`src/rtl/irq_pend_pkg.sv`:
```
package irq_pend_pkg;
  // width of an index field able to address n items (at least one bit)
  function automatic int idx_width(input int n);
    return (n > 1) ? $clog2(n) : 1;
  endfunction
endpackage

```
`src/rtl/irq_sync.sv`:
```
// Two-stage synchronizer followed by a history stage for edge detection.
module irq_sync #(
  parameter int W = 4
) (
  input  logic         clk,
  input  logic         rst,
  input  logic [W-1:0] async_i,
  output logic [W-1:0] cur_o,
  output logic [W-1:0] prev_o
);
  logic [W-1:0] stage1_q, stage2_q, hist_q;

  always_ff @(posedge clk) begin
    if (rst) begin
      stage1_q <= '0;
      stage2_q <= '0;
      hist_q   <= '0;
    end else begin
      stage1_q <= async_i;
      stage2_q <= stage1_q;
      hist_q   <= stage2_q;
    end
  end

  assign cur_o  = stage2_q;
  assign prev_o = hist_q;
endmodule

```
`src/rtl/ext_pend_cell.sv`:
```
// One external source: edge latch or level follow, polarity, output mask.
module ext_pend_cell (
  input  logic clk,
  input  logic rst,
  input  logic cur_i,
  input  logic prev_i,
  input  logic sense_i,
  input  logic pol_i,
  input  logic mask_i,
  input  logic ack_hit_i,
  output logic req_o
);
  logic active_lvl, edge_evt, pend_q, req_q;

  assign active_lvl = ~(cur_i ^ pol_i);
  assign edge_evt   = ~sense_i & (pol_i ? (cur_i & ~prev_i) : (~cur_i & prev_i));

  always_ff @(posedge clk) begin
    if (rst)            pend_q <= 1'b0;
    else if (sense_i)   pend_q <= 1'b0;
    else if (edge_evt)  pend_q <= 1'b1;
    else if (ack_hit_i) pend_q <= 1'b0;
  end

  always_ff @(posedge clk) begin
    if (rst) req_q <= 1'b0;
    else     req_q <= ~mask_i & (sense_i ? active_lvl : pend_q);
  end

  assign req_o = req_q;

  assert_edge_capture_R2: assert property (@(posedge clk) disable iff (rst)
    edge_evt |=> pend_q);
  assert_ack_clear_R6: assert property (@(posedge clk) disable iff (rst)
    (!sense_i && ack_hit_i && !edge_evt) |=> !pend_q);
  assert_ack_loses_R7: assert property (@(posedge clk) disable iff (rst)
    (edge_evt && ack_hit_i) |=> pend_q);
  assert_level_follow_R4: assert property (@(posedge clk) disable iff (rst)
    (sense_i && !mask_i) |=> (req_q == $past(active_lvl)));
  assert_mask_gate_R5: assert property (@(posedge clk) disable iff (rst)
    mask_i |=> !req_q);
endmodule

```
`src/rtl/int_pend_cell.sv`:
```
// One internal source: rising edge sets one pending bit per enabled processor.
module int_pend_cell #(
  parameter int N_CPU = 2
) (
  input  logic             clk,
  input  logic             rst,
  input  logic             cur_i,
  input  logic             prev_i,
  input  logic [N_CPU-1:0] dest_i,
  input  logic             mask_i,
  input  logic [N_CPU-1:0] ack_hit_i,
  output logic [N_CPU-1:0] req_o
);
  logic             rise;
  logic [N_CPU-1:0] set_vec, pend_q, req_q;

  assign rise    = cur_i & ~prev_i;
  assign set_vec = {N_CPU{rise}} & dest_i;

  always_ff @(posedge clk) begin
    if (rst) pend_q <= '0;
    else     pend_q <= set_vec | (pend_q & ~ack_hit_i);
  end

  always_ff @(posedge clk) begin
    if (rst) req_q <= '0;
    else     req_q <= mask_i ? '0 : pend_q;
  end

  assign req_o = req_q;

  for (genvar c = 0; c < N_CPU; c++) begin : g_chk
    assert_int_set_R8: assert property (@(posedge clk) disable iff (rst)
      (rise && dest_i[c]) |=> pend_q[c]);
    assert_int_nodest_R8: assert property (@(posedge clk) disable iff (rst)
      (!pend_q[c] && !(rise && dest_i[c])) |=> !pend_q[c]);
    assert_int_ack_R9: assert property (@(posedge clk) disable iff (rst)
      (ack_hit_i[c] && !set_vec[c]) |=> !pend_q[c]);
    assert_int_keep_R9: assert property (@(posedge clk) disable iff (rst)
      (pend_q[c] && !ack_hit_i[c]) |=> pend_q[c]);
    assert_int_mask_R5: assert property (@(posedge clk) disable iff (rst)
      mask_i |=> !req_q[c]);
  end
endmodule

```
`src/rtl/irq_pend_qual.sv`:
```
module irq_pend_qual
  import irq_pend_pkg::*;
#(
  parameter int N_EXT = 4,
  parameter int N_INT = 2,
  parameter int N_CPU = 2,
  localparam int N_SRC = N_EXT + N_INT,
  localparam int SRCW  = idx_width(N_SRC),
  localparam int CPUW  = idx_width(N_CPU)
) (
  input  logic                   clk,
  input  logic                   rst,
  input  logic [N_EXT-1:0]       ext_irq_i,
  input  logic [N_EXT-1:0]       ext_sense_i,
  input  logic [N_EXT-1:0]       ext_pol_i,
  input  logic [N_EXT-1:0]       ext_mask_i,
  input  logic [N_INT-1:0]       int_evt_i,
  input  logic [N_INT*N_CPU-1:0] int_dest_i,
  input  logic [N_INT-1:0]       int_mask_i,
  input  logic                   ack_valid_i,
  input  logic [SRCW-1:0]        ack_src_i,
  input  logic [CPUW-1:0]        ack_cpu_i,
  output logic [N_EXT-1:0]       ext_req_o,
  output logic [N_INT*N_CPU-1:0] int_req_o
);
  logic [N_EXT-1:0] ext_cur, ext_prev;
  logic [N_INT-1:0] int_cur, int_prev;

  irq_sync #(.W(N_EXT)) u_ext_sync (
    .clk(clk), .rst(rst), .async_i(ext_irq_i), .cur_o(ext_cur), .prev_o(ext_prev));
  irq_sync #(.W(N_INT)) u_int_sync (
    .clk(clk), .rst(rst), .async_i(int_evt_i), .cur_o(int_cur), .prev_o(int_prev));

  for (genvar i = 0; i < N_EXT; i++) begin : g_ext
    logic hit;
    assign hit = ack_valid_i && (ack_src_i == SRCW'(i));
    ext_pend_cell u_cell (
      .clk(clk), .rst(rst), .cur_i(ext_cur[i]), .prev_i(ext_prev[i]),
      .sense_i(ext_sense_i[i]), .pol_i(ext_pol_i[i]), .mask_i(ext_mask_i[i]),
      .ack_hit_i(hit), .req_o(ext_req_o[i]));
  end

  for (genvar i = 0; i < N_INT; i++) begin : g_int
    logic [N_CPU-1:0] hit;
    for (genvar c = 0; c < N_CPU; c++) begin : g_hit
      assign hit[c] = ack_valid_i && (ack_src_i == SRCW'(N_EXT + i))
                      && (ack_cpu_i == CPUW'(c));
    end
    int_pend_cell #(.N_CPU(N_CPU)) u_cell (
      .clk(clk), .rst(rst), .cur_i(int_cur[i]), .prev_i(int_prev[i]),
      .dest_i(int_dest_i[i*N_CPU +: N_CPU]), .mask_i(int_mask_i[i]),
      .ack_hit_i(hit), .req_o(int_req_o[i*N_CPU +: N_CPU]));
  end
endmodule

```
`config.mk`:
```
export PLATFORM = sky130hd
export DESIGN_NAME = irq_pend_qual
export DESIGN_NICKNAME = d
export VERILOG_FILES = /design/src/rtl/irq_pend_pkg.sv /design/src/rtl/irq_sync.sv /design/src/rtl/ext_pend_cell.sv /design/src/rtl/int_pend_cell.sv /design/src/rtl/irq_pend_qual.sv
export SDC_FILE = /design/constraint.sdc
export NUM_CORES = 1
export LEC_CHECK = 0
export ABC_CLOCK_PERIOD_IN_PS = 1210
export BUFFER_PORTS_ARGS = -buffer_cell sky130_fd_sc_hd__buf_2
export CAP_MARGIN = 20
export CORE_ASPECT_RATIO = 1.2
export CORE_MARGIN = 2
export CORE_UTILIZATION = 53
export DETAILED_ROUTE_END_ITERATION = 6
export PLACE_DENSITY = 0.84
export SYNTH_ARGS = -nofsm -noshare
export SYNTH_HDL_FRONTEND = slang
export SYNTH_HIERARCHICAL = 1
export SYNTH_SLANG_ARGS = --single-unit
```
`constraint.sdc`:
```
create_clock -name clk -period 1.21 [get_ports clk]
set_input_delay 0.0605 -clock clk [delete_from_list [all_inputs] [get_ports clk]]
set_output_delay 0.0605 -clock clk [all_outputs]
set_load 0.01 [all_outputs]
```
* After elaboration in Yosys (flattened, before gate mapping)
Index checks and enable logic that the tools add are counted.
** Operators by class
- Equality and inequality tests :: 5
- Bitwise operators :: 53
- Multiplexer cells :: 16
- Reductions and logical operators :: 21
** Operators with widths (count)
- $not A1 Y1 :: 23
- $and A1 B1 Y1 :: 18
- $mux W1 :: 16
- $reduce_or A2 Y1 :: 6
- $logic_and A1 B1 Y1 :: 10
- $and A2 B2 Y2 :: 4
- $reduce_bool A2 Y1 :: 4
- $eq A3 B2 Y1 const B :: 2
- $eq A3 B3 Y1 const B :: 2
- $not A2 Y2 :: 2
- $or A2 B2 Y2 :: 2
- $xor A1 B1 Y1 :: 4
- $eq A3 B1 Y1 const B :: 1
- $logic_not A3 Y1 :: 1
** Storage, ports and cells
- Output and inout port bits :: 8
- Bits in registers :: 34

* Logic depth before layout (Yosys ltp)
Gate-level depths: netlist of the first run.
- Depth in word-level cells :: 6
- Mapped depth :: 4
- Mapped depth without buffers :: 4

* Cells and area by module
The synthesis of the first run kept the hierarchy.
** By module, submodules not included
- ext_pend_cell :: area each 100.1 um^2, cells each 10, instances 4
- irq_sync (u_ext_sync) :: area each 366.6 um^2, cells each 25, instances 1
- int_pend_cell :: area each 132.6 um^2, cells each 12, instances 2
- irq_sync (u_int_sync) :: area each 157.7 um^2, cells each 12, instances 1
- irq_pend_qual :: area each 91.3 um^2, cells each 12, instances 1

* Least setup slack after synthesis of the first run
OpenSTA, ideal clock, no wires.
- Kind :: register to register
- Start :: register u_ext_sync.stage2_q[3], in the netlist u_ext_sync/cur_o[3]
- End :: register g_ext[3].u_cell.pend_q
- Cell stages (with the launch flop) :: 4
- Library setup time :: 0.088 ns
- Path buffers :: 0
- Slack :: 0.425 ns
- Period minus slack after synthesis :: 0.785 ns
- Arrival :: 0.697 ns
- Data required time :: 1.122 ns
- Cells stage by stage :: dfxtp_1 -> nor2_1 -> nand2_1 -> a311oi_2
** On the way
- Word-level cells in the longest chain between the ends :: 5
- Elaborated cells on any way between the ends :: 7
** RTL lines
- start: declaration :: RTL line irq_sync.sv:11 : logic [W-1:0] stage1_q, stage2_q, hist_q;
- start signal: assignment :: RTL line irq_sync.sv:20 : stage2_q <= stage1_q;
- $not A1 Y1 :: RTL line ext_pend_cell.sv:16 : assign edge_evt = ~sense_i & (pol_i ? (cur_i & ~prev_i) : (~cur_i & prev_i));
- $and A1 B1 Y1 :: RTL line ext_pend_cell.sv:16
- $mux W1 * :: RTL line ext_pend_cell.sv:16
- $and A1 B1 Y1 * :: RTL line ext_pend_cell.sv:16
- $mux W1 or $reduce_bool A2 Y1 (tied branches)
- end signal: assignment :: RTL line ext_pend_cell.sv:19 : if (rst) pend_q <= 1'b0;
- end signal: assignment :: RTL line ext_pend_cell.sv:21 : else if (edge_evt) pend_q <= 1'b1;
- end signal: assignment :: RTL line ext_pend_cell.sv:22 : else if (ack_hit_i) pend_q <= 1'b0;
- end: declaration :: RTL line ext_pend_cell.sv:13 : logic active_lvl, edge_evt, pend_q, req_q;
Mark *: on every way between the ends. The rest lies on a longest branch, timed or not.
A chain may end at the register's enable or synchronous reset.

* Worst setup path after layout of the first run
Ends and elaborated chain as after synthesis.

==> results by group, run 1 <==
Setup path
  – Reg2reg path depth: 3
  – R2R Path End: g_ext[3].u_cell/pend_q$_SDFFE_PP0P_
  – R2R Path Start: u_ext_sync/cur_o[3]$_SDFF_PP0_
  – Worst-path fanout max: 4
  – CP required: between 1 and 1.5 ns
  – CP max stage cell: dfxtp_1
  – CP arrival: 1.12 ns
  – Internal reg-to-reg setup slack: about 0.33 ns
  – Worst setup EP type: register
  – Critical-path cell list: nor2_1 -> nand2_1 -> a311oi_2
  – Critical Path Max Stage Delay: 0.35 ns
  – Crit Path Class: register to register
  – Critical Path Source Type: register

Timing
  – Final slew viol count: 0
  – Worst slew pin tran: 0.3095 ns
  – Hold_ws: 0.07209 ns
  – Setup violators final: 0
  – Final min period: 0.8829 ns
  – Setup TNS Final: 0 ns
  – RSZ-0062 raised after global routing: false
  – Fmax: 1.133 GHz
  – Worst Clk Skew: roughly 0.011 ns
  – Relative slew slack: around four fifths
  – Final-report hold violation count: 0
  – Tcrit/Tclk final: 72.97%
  – Setup WS post-layout: 0.3271 ns

Worst hold path
  – Worst hold start: ext_pol_i[0]
  – Hold path depth: 4
  – Worst Hold End: g_ext[0].u_cell/pend_q$_SDFFE_PP0P_
  – Tightest Hold Check Type: input pin to register

Synth
  – Commonest cells in the netlist: dfxtp_1 (34), nand2b_1 (9), nand3b_1 (8), nor2b_2 (8)
  – Distinct cells, synth: 22
  – Async S/R FF share, synth: 0%
  – Register area share after synthesis: 53.12%
  – Synthesized cell area: 1281 µm²
  – Yosys warnings: 6
  – EDFF count, synth: 0
  – Area contributors post-synth: dfxtp_1 (53%), nor2b_2 (5.5%), a311oi_2 (4.7%), nand3b_1 (4.7%), nand2b_1 (4.4%)
  – Count leader, synth: dfxtp_1
  – Synth Flop Type: dfxtp_1
  – Yosys top cell area share: ~53%
  – Syn Area/Cell: 11.34 µm²
  – Number of synthesized register bits: 34
  – Mapped Nets: about 140
  – Synth area leader: dfxtp_1
  – Post-Synthesis Cells: 113

Cells and area
  – Final Cell Area: 1782 µm²
  – Diode count: 0
  – Share of layout cells above drive strength 1: 37.57%
  – Fill count: about 170
  – Nets: 211
  – Area Overhead vs Synth: 39.06%

Power
  – Tot Pwr: 0.002040 W
  – Clk pwr share: 30.7%
  – Cell-internal power: 0.001581 W
  – Power density over the cells: 1145 nW/µm²
  – Logic pwr share: a little under an eighth
  – Switching power: 0.0004584 W
  – Flop pwr share: 57.5%
  – Worst vdd ir: ~1.1 mV
  – Sw Share: 22.47%
  – Leakage: 0.7326 nW

Clocking
  – Insertion delay to the later sink of the worst-skew pair: 0.33 ns
  – CTS tree: yes
  – Worst-path clk slew: 0.10 ns
  – Root buf cell: clkbuf_4
  – Post-CTS sizing: 0
  – TritonCTS buffer count: 5
  – CTS max path bufs: 2
  – Cts hold-fix bufs: 20
  – Setup bufs post-CTS: 0
  – H-tree Lvls: 2
  – Num Clock Sinks: 34

Die
  – Chip Width: ~49 µm
  – DIE AREA: around 2800 µm²
  – Chip Height: a little under 60 µm
  – Rows: 19
  – Initial Utilization: 56.14%
  – I/O pin count: 39
  – Core box area: 2282 µm²

Routing
  – Routed WL: approximately 2400 µm
  – Drt initial violations: 9
  – DRT Pass-1 Iters: 2
  – Wire length per cell: 11.42 µm
  – DRT antenna net count: 0
  – Via Count: 1017
  – Number of remaining DRC errors: 0
  – Vias/cell: 4.797

Global route
  – First-pass GRT wire length: 4022 µm
  – Pin count of the biggest net entering global routing: 16
  – Tot GR Track Use: about 20%
  – Initial antenna violation count: 0
  – Vias in the first global route: 1027
  – Aggregate global routing overflow: 0

Placed design
  – Pre-CTS WS: 0.3222 ns
  – I/O Buffers: 38
  – HPWL after detailed placement: 1688 µm
  – DP Area: 1521 µm²
  – GP Congestion: around 0.64

Flow run
  – Max Cap Violations: 0

Status
  – Status: finished clean
[layout make-up]
cell class	count	area [µm²]	area share, %
multi-input combinational	78	589.3	33.08
tap	31	38.79	2.177
sequential	34	680.7	38.20
timing repair buffer	61	412.9	23.17
clock buffer	7	55.05	3.090
clock inverter	1	5.005	0.2809
[critical path, delay by kind of cell, from the launching register on]
| family | cells | cell delay [ns] |
|---|---|---|
| AO/OA/AOI/OAI | 1 | 0.26 |
| flip-flops | 1 | 0.35 |
| AND/OR/NAND/NOR | 2 | 0.19 |
[power by group through the flow]
stage,Combinational (W),Sequential (W),Clock (W)
after global placement,0.000185,0.00120,0
after detailed placement,0.000191,0.00120,0
final,0.000241,0.00117,0.000627
after floorplan,0.0000903,0.00120,0
after global routing,0.000264,0.00118,0.000712
after CTS,0.000241,0.00117,0.000650
[registers in the layout, indices dropped and copies added, names as in the netlist]
signal	count
g_ext.u_cell/pend_q	4
g_ext.u_cell/req_o	4
g_int.u_cell/pend_q	4
g_int.u_cell/req_o	4
u_ext_sync/cur_o	4
u_ext_sync/prev_o	4
u_ext_sync/stage1_q	4
u_int_sync/cur_o	2
u_int_sync/prev_o	2
u_int_sync/stage1_q	2
[worst max path at each step]
| stage | cells after the start | start | end |
|---|---|---|---|
| floorplan | 3 | u_ext_sync/cur_o[3]$_SDFF_PP0_ | g_ext[3].u_cell/pend_q$_SDFFE_PP0P_ |
| global placement | 5 | ack_src_i[2] | g_ext[2].u_cell/pend_q$_SDFFE_PP0P_ |
| detailed placement | 5 | ack_src_i[2] | g_ext[2].u_cell/pend_q$_SDFFE_PP0P_ |
| CTS | 3 | u_ext_sync/cur_o[3]$_SDFF_PP0_ | g_ext[3].u_cell/pend_q$_SDFFE_PP0P_ |
| global route | 3 | u_ext_sync/cur_o[3]$_SDFF_PP0_ | g_ext[3].u_cell/pend_q$_SDFFE_PP0P_ |
| finish | 3 | u_ext_sync/cur_o[3]$_SDFF_PP0_ | g_ext[3].u_cell/pend_q$_SDFFE_PP0P_ |
[logic make-up after synthesis]
logic type	count (synthesis)	share of synthesized area, %
AO/OA/AOI/OAI	8	6.250
multiplexers	4	3.125
flip-flops	34	53.12
AND/OR/NAND/NOR	62	33.89
XOR/XNOR	4	2.734
buffers and inverters	1	0.8788
[cell usage in the layout (no fill, tap or decap), drive strengths merged]
master / count
and4b: 1
mux2i: 4
nor2b: 16
nand3: 1
clkbuf: 7
a21oi: 4
dlygate4sd3: 20
nand3b: 8
nand2b: 10
buf: 41
a311oi: 4
and2b: 2
nor4: 1
nor3: 7
xnor2: 4
nor2: 6
dfxtp: 34
clkinv: 1
nor3b: 5
nand2: 5
[routing by layer]
metal / global-route usage [%] / share of wire, %
met1: 18.11 / 39
met2: 36.20 / 55
met3: 10.57 / 5.8
met4: 7.347 / 0.62
met5: 0 / 0
[through the flow]
stage / util (%) / std cells
final: 78.07 / 212
after global routing: 78.07 / 212
after CTS: 78.07 / 212
after detailed placement: 66.67 / 184
after global placement: 66.67 / 184
after floorplan: - / 113
Note: power is estimated with default switching activity, not from simulation.
==> run 2: changes to the inputs <==
--- a/config.mk
+++ b/config.mk
@@ -5,14 +5,14 @@
 export SDC_FILE = /design/constraint.sdc
 export NUM_CORES = 1
 export LEC_CHECK = 0
-export ABC_CLOCK_PERIOD_IN_PS = 1210
+export ABC_CLOCK_PERIOD_IN_PS = 900
 export BUFFER_PORTS_ARGS = -buffer_cell sky130_fd_sc_hd__buf_2
 export CAP_MARGIN = 20
 export CORE_ASPECT_RATIO = 1.2
 export CORE_MARGIN = 2
-export CORE_UTILIZATION = 53
+export CORE_UTILIZATION = 49
 export DETAILED_ROUTE_END_ITERATION = 6
-export PLACE_DENSITY = 0.84
+export PLACE_DENSITY = 0.79
 export SYNTH_ARGS = -nofsm -noshare
 export SYNTH_HDL_FRONTEND = slang
 export SYNTH_HIERARCHICAL = 1
==> constraint.sdc (replaced) <==
create_clock -name clk -period 0.9 [get_ports clk]
set_input_delay 0.045 -clock clk [delete_from_list [all_inputs] [get_ports clk]]
set_output_delay 0.045 -clock clk [all_outputs]
set_load 0.01 [all_outputs]
==> run 2 against run 1 <==
Clock-buffer cell count unchanged. Worst hold slack got worse by 0.0080 ns. The run now ends with negative setup slack left. Via count is 1.5% higher. Flip-flop and latch count unchanged. Critical path depth is the same. Clock power up 17%. Global-route usage is 0.80 points higher. Setup slack got worse by 0.36 ns. Final cell count grew 0.47%. Clock skew down 0.0049 ns.
==> results by group, run 2 (synthesis gave the netlist of run 1 again) <==
Status
  – Status: complete, but fails checks
  – Failing checks: negative setup slack

Setup path
  – Critical-path cell list: nor2_1 -> nand2_1 -> a311oi_2
  – Critical Path Max Stage Delay: 0.37 ns (+0.02 ns)
  – CP max stage cell: dfxtp_4
  – CP arrival: 1.16 ns (+0.04 ns)
  – Internal reg-to-reg setup slack: -0.03 ns (-0.36 ns)
  – CP Buf/Inv Count: 0 (unchanged)
  – Worst-path fanout max: 4 (unchanged)
  – Reg2reg path depth: 3 (unchanged)
  – Crit Path Class: register to register
  – Worst setup EP type: register
  – R2R Path Start: u_ext_sync/cur_o[3]$_SDFF_PP0_
  – Critical Path Source Type: register
  – Crit path max-delay family: flip-flops
  – CP required: 1.13 ns (-0.32 ns)
  – R2R Path End: g_ext[3].u_cell/pend_q$_SDFFE_PP0P_

Global route
  – GRT busiest layer: met2
  – Met1 usage: 18.24% (+0.13 points)
  – Initial antenna violation count: 0 (unchanged)
  – First-pass GRT wire length: 4353 µm (+8.2%)
  – Routing usage on met2: 38.53% (+2.3 points)
  – Pin count of the biggest net entering global routing: 13 (-3)
  – Vias in the first global route: 1085 (+5.6%)
  – GRT met3 Usage: 8.500% (-2.1 points)
  – Tot GR Track Use: 20.41% (+0.80 points)
  – Aggregate global routing overflow: 0 (unchanged)

Power
  – Tot Pwr: 0.002655 W (+30%)
  – Leakage: 0.7447 nW (+1.6%)
  – Cell-internal power: 0.002051 W (+30%)
  – Worst vdd ir: 1.276 mV (+17%)
  – Logic pwr share: 13.2% (+1.4 points)
  – Sw Share: 22.73% (+0.26 points)
  – Flop pwr share: 59.3% (+1.8 points)
  – Clk pwr share: 27.6% (-3.1 points)
  – Power density over the cells: 1455 nW/µm² (+27%)
  – Switching power: 0.0006035 W (+32%)

Clocking
  – Setup bufs post-CTS: 0 (unchanged)
  – Insertion delay to the later sink of the worst-skew pair: 0.32 ns (about the same)
  – Worst-path clk slew: 0.09 ns (about the same)
  – CTS max path bufs: 2 (unchanged)
  – CTS tree: yes
  – Num Clock Sinks: 34 (unchanged)
  – TritonCTS buffer count: 5 (unchanged)
  – H-tree Lvls: 2 (unchanged)
  – Root buf cell: clkbuf_4

Cells and area
  – Area Overhead vs Synth: 42.38%
  – Share of layout cells above drive strength 1: 41.67% (+4.1 points)
  – Most common cell after layout, fill and taps aside: buf_2
  – Fill count: 200 (+20%)
  – Commonest cells after routing, fill and taps aside: buf_2 (38), dfxtp_1 (30), dlygate4sd3_1 (20)
  – Flip-flop and latch area: 693.2 µm² (+1.8%)
  – Diode count: 0 (unchanged)
  – Multi-input gate area: 619.3 µm² (+5.1%)
  – Nets: 211 (unchanged)
  – Final Cell Area: 1824 µm² (+2.4%)

Die
  – Chip Width: 50.68 µm (+3.7%)
  – DIE AREA: 3042 µm² (+7.5%)
  – Chip Height: 60.02 µm (+3.7%)
  – Initial Utilization: 51.20% (-4.9 points)
  – I/O pin count: 39 (unchanged)
  – Core box area: 2502 µm² (+9.6%)
  – Rows: 20 (+1)

Timing
  – Relative slew slack: 80.99% (+1.6 points)
  – Worst slew pin tran: 0.2851 ns (-0.02437 ns)
  – Final-report hold violation count: 0 (unchanged)
  – Tcrit/Tclk final: 103.3% (+30 points)
  – RSZ-0062 raised after global routing: true
  – Hold_ws: 0.06410 ns (-0.007991 ns)
  – Final slew viol count: 0 (unchanged)
  – Setup violators final: 1 (+1)
  – Worst Clk Skew: 0.006424 ns (-0.004925 ns)
  – Final min period: 0.9298 ns (+0.04685 ns)
  – Setup WS post-layout: -0.02978 ns (-0.3569 ns)
  – Fmax: 1.076 GHz (-5.0%)

Worst hold path
  – Worst hold start: rst
  – Tightest Hold Check Type: input pin to register
  – Worst Hold End: u_ext_sync/prev_o[2]$_SDFF_PP0_
  – Hold path depth: 2 (-2)

Routing
  – Drt initial violations: 13 (+4)
  – Wire length per cell: 12.61 µm (+10%)
  – Vias/cell: 4.845 (+1.0%)
  – Number of remaining DRC errors: 0 (unchanged)
  – DRT Pass-1 Iters: 4 (+2)
  – Via Count: 1032 (+1.5%)
  – DRT antenna net count: 0 (unchanged)
  – Routed WL: 2685 µm (+11%)

Placed design
  – HPWL after detailed placement: 1791 µm (+6.1%)
  – GP Congestion: 0.6024 (-6.4%)
  – DP Area: 1536 µm² (+0.99%)
  – I/O Buffers: 38 (unchanged)

Flow run
  – Max Cap Violations: 0 (unchanged)
-- run 2: timing repair --
item	in CTS	in global routing
hold endpoints to repair	22	0
hold buffers	20	0
pin swaps	0	7
setup endpoints to repair	1	5
resized for setup	1	11
-- run 2: how the worst max path moves through the flow --
stage	to	slack, ns	depth (start not counted)	startpoint
2_1_floorplan	g_ext[3].u_cell/pend_q$_SDFFE_PP0P_	0.12	3	u_ext_sync/cur_o[3]$_SDFF_PP0_
3_3_place_gp	g_ext[2].u_cell/pend_q$_SDFFE_PP0P_	0.06	5	ack_src_i[2]
3_5_place_dp	g_ext[0].u_cell/req_o$_SDFF_PP0_	0.01	3	u_ext_sync/cur_o[0]$_SDFF_PP0_
4_1_cts	g_ext[2].u_cell/pend_q$_SDFFE_PP0P_	0.01	3	u_ext_sync/cur_o[2]$_SDFF_PP0_
5_1_grt	g_ext[3].u_cell/pend_q$_SDFFE_PP0P_	-0.04	3	u_ext_sync/cur_o[3]$_SDFF_PP0_
6_report	g_ext[3].u_cell/pend_q$_SDFFE_PP0P_	-0.03	3	u_ext_sync/cur_o[3]$_SDFF_PP0_
-- run 2: per-layer routing --
metal	routed length (µm)	up-vias
li1	-	518
met1	992	468
met2	1437	36
met3	162	10
met4	93	0
met5	0	-
-- run 2: layout make-up --
class	count	area share, %
Sequential cell	34	38.00
Tap cell	33	2.263
Multi-Input combinational cell	78	33.95
Timing Repair Buffer	61	23.32
Clock buffer	7	2.469
-- run 2: power groups by stage --
stage / Sequential (W) / Combinational (W) / Clock, W
5_1_grt: 0.00158 / 0.000379 / 0.000845
3_3_place_gp: 0.00161 / 0.000256 / 0
4_1_cts: 0.00158 / 0.000335 / 0.000770
3_5_place_dp: 0.00161 / 0.000268 / 0
2_1_floorplan: 0.00161 / 0.000121 / 0
6_report: 0.00157 / 0.000349 / 0.000732
-- run 2: per-stage QoR --
stage	TNS, ns	cells	util [%]	setup WS (ns)
final	-0.02978	213	72.90	-0.02978
after CTS	0	213	71.25	0.01273
after floorplan	0	113	-	0.1153
after global routing	-0.08607	213	72.90	-0.04399
after detailed placement	0	186	61.40	0.01258
after global placement	0	186	61.40	0.06057
==> run 3: changes to the inputs <==
--- a/config.mk
+++ b/config.mk
@@ -12,6 +12,7 @@
 export CORE_MARGIN = 2
 export CORE_UTILIZATION = 49
 export DETAILED_ROUTE_END_ITERATION = 6
+export MAX_ROUTING_LAYER = met4
 export PLACE_DENSITY = 0.79
 export SYNTH_ARGS = -nofsm -noshare
 export SYNTH_HDL_FRONTEND = slang
==> run 3 against run 2 <==
The flow still finishes with violations (negative setup slack). Setup slack better by 0.0021 ns. Non-clock buffer count unchanged. Critical path type unchanged. Critical endpoint unchanged. Clock-buffer cell count unchanged.
==> results by group, run 3 (synthesis gave the netlist of run 1 again) <==
Setup path
  – Worst Setup SP: u_ext_sync/cur_o[3]$_SDFF_PP0_
  – Critical Path Source Type: register
  – R2R Path Start: u_ext_sync/cur_o[3]$_SDFF_PP0_
  – WP depth: 3 (unchanged)
  – Reg2reg path depth: 3 (unchanged)
  – Crit Path Class: register to register
  – Critical Path Max Stage Delay: 0.37 ns (about the same)
  – R2R Path End: g_ext[3].u_cell/pend_q$_SDFFE_PP0P_
  – Crit path max-delay family: flip-flops
  – Critical-path cell list: nor2_1 -> nand2_1 -> a311oi_2
  – Worst setup EP type: register
  – CP required: 1.13 ns (about the same)
  – CP arrival: 1.16 ns (about the same)
  – Worst-path fanout max: 4 (unchanged)
  – CP Buf/Inv Count: 0 (unchanged)
  – CP max stage cell: dfxtp_4
  – Internal reg-to-reg setup slack: -0.03 ns (about the same)
  – Critical Path Sink: g_ext[3].u_cell/pend_q$_SDFFE_PP0P_

Power
  – Worst vdd ir: 1.279 mV (+0.24%)
  – Leakage: 0.7447 nW (unchanged)
  – Power density over the cells: 1457 nW/µm² (+0.14%)

Cells and area
  – Multi-input gate area: 619.3 µm² (unchanged)
  – Most common cell after layout, fill and taps aside: buf_2
  – Nets: 211 (unchanged)
  – Final Cell Area: 1824 µm² (unchanged)
  – Share of layout cells above drive strength 1: 41.67% (unchanged)
  – Flip-flop and latch area: 693.2 µm² (unchanged)
  – Commonest cells after routing, fill and taps aside: buf_2 (38), dfxtp_1 (30), dlygate4sd3_1 (20)
  – Diode count: 0 (unchanged)
  – Area Overhead vs Synth: 42.38% (unchanged)
  – Fill count: 200 (unchanged)
  – Final non-filler cell total: 213 (unchanged)

Die
  – Rows: 20 (unchanged)
  – DIE AREA: 3042 µm² (unchanged)
  – Chip Width: 50.68 µm (unchanged)
  – Core box area: 2502 µm² (unchanged)
  – Initial Utilization: 51.20% (unchanged)
  – Chip Height: 60.02 µm (unchanged)
  – I/O pin count: 39 (unchanged)

Timing
  – Setup violators final: 1 (unchanged)
  – Final min period: 0.9277 ns (-0.002131 ns)
  – Relative slew slack: 80.88% (-0.11 points)
  – Worst slew pin tran: 0.2868 ns (+0.001652 ns)
  – Final-report hold violation count: 0 (unchanged)
  – Fmax: 1.078 GHz (+0.23%)
  – RSZ-0062 raised after global routing: true
  – Worst Clk Skew: 0.006398 ns (-0.00002567 ns)
  – Setup WS post-layout: -0.02765 ns (+0.002131 ns)
  – Final slew viol count: 0 (unchanged)
  – Tcrit/Tclk final: 103.1% (-0.24 points)

Clocking
  – Worst-path clk slew: 0.09 ns (about the same)
  – TritonCTS buffer count: 5 (unchanged)
  – Insertion delay to the later sink of the worst-skew pair: 0.33 ns (about the same)
  – H-tree Lvls: 2 (unchanged)
  – Setup bufs post-CTS: 0 (unchanged)
  – CTS tree: yes
  – Root buf cell: clkbuf_4
  – Num Clock Sinks: 34 (unchanged)
  – CTS max path bufs: 2 (unchanged)

Placed design
  – Number of placed instances with taps included: 186 (unchanged)
  – DP Area: 1536 µm² (unchanged)
  – GP Congestion: 0.6064 (+0.66%)
  – HPWL after detailed placement: 1791 µm (unchanged)
  – I/O Buffers: 38 (unchanged)

Status
  – Failing checks: negative setup slack
  – Status: complete, but fails checks

Flow run
  – Max Cap Violations: 0 (unchanged)

Routing
  – Number of remaining DRC errors: 0 (unchanged)
  – DRT antenna net count: 0 (unchanged)
  – Routed WL: 2689 µm (+0.15%)
  – DRT Pass-1 Iters: 4 (unchanged)
  – Vias/cell: 4.864 (+0.39%)
  – Via Count: 1036 (+0.39%)
  – Wire length per cell: 12.62 µm (+0.15%)
  – Drt initial violations: 14 (+1)

Worst hold path
  – Tightest Hold Check Type: input pin to register
  – Worst hold start: rst

Global route
  – First-pass GRT wire length: 4340 µm (-0.30%)
  – Vias in the first global route: 1080 (-0.46%)
  – Initial antenna violation count: 0 (unchanged)
  – Tot GR Track Use: 20.69% (+0.27 points)
  – Aggregate global routing overflow: 0 (unchanged)
  – Pin count of the biggest net entering global routing: 13 (unchanged)
## run 3: worst min-delay path by stage
| stage | slack (ns) | to | cells after the start |
|---|---|---|---|
| 3_5_place_dp | 0.22 | g_ext[2].u_cell/req_o$_SDFF_PP0_ | 2 |
| 5_1_grt | 0.07 | g_ext[2].u_cell/pend_q$_SDFFE_PP0P_ | 3 |
| 4_1_cts | 0.04 | g_ext[0].u_cell/pend_q$_SDFFE_PP0P_ | 3 |
| 6_report | 0.06 | u_ext_sync/prev_o[2]$_SDFF_PP0_ | 2 |
| 3_3_place_gp | 0.21 | g_ext[3].u_cell/req_o$_SDFF_PP0_ | 2 |
| 2_1_floorplan | 0.11 | g_ext[0].u_cell/pend_q$_SDFFE_PP0P_ | 1 |
## run 3: layout make-up
type                    instances  area share, %
flip-flops and latches         34          38.00
multi-input cells              78          33.95
repair buffers                 61          23.32
clock buffers                   7          2.469
well taps                      33          2.263
## run 3: timing repair
| action | 4_1_cts | 5_1_grt |
|---|---|---|
| pin swaps | 0 | 7 |
| resized for setup | 1 | 11 |
| hold buffers | 20 | 0 |
| setup endpoints to repair | 1 | 5 |
| endpoints found under the hold margin | 22 | 0 |
## run 3: power by group
| part | total [W] | internal, W | switching (W) | leakage, nW |
|---|---|---|---|---|
| clock | 0.000735 | 0.000294 | 0.000441 | 0.0254 |
| sequential | 0.00157 | 0.00155 | 0.0000249 | 0.280 |
| combinational | 0.000349 | 0.000208 | 0.000141 | 0.439 |
| total | 0.00266 | 0.00205 | 0.000607 | 0.745 |
## run 3: per-layer routing
layer | global-route usage, % | routed length, µm | share of wire (%) | up-vias
li1 | - | - | - | 519
met1 | 18.24 | 1013 | 38 | 471
met2 | 38.53 | 1421 | 53 | 35
met3 | 7.000 | 151 | 5.6 | 11
met4 | 11.20 | 102 | 3.8 | 0
met5 | - | 0 | 0 | -
## run 3: metrics by stage
stage | setup WS, ns | utilization, % | hold WS, ns | total power [W] | TNS [ns]
global placement | 0.06057 | 61.40 | 0.2104 | 0.001863 | 0
floorplan | 0.1153 | - | 0.1129 | 0.001731 | 0
CTS | 0.01273 | 71.25 | 0.04045 | 0.002682 | 0
detailed placement | 0.01258 | 61.40 | 0.2156 | 0.001880 | 0
global route | -0.04401 | 72.90 | 0.07165 | 0.002795 | -0.08610
finish | -0.02765 | 72.90 | 0.06288 | 0.002659 | -0.02765
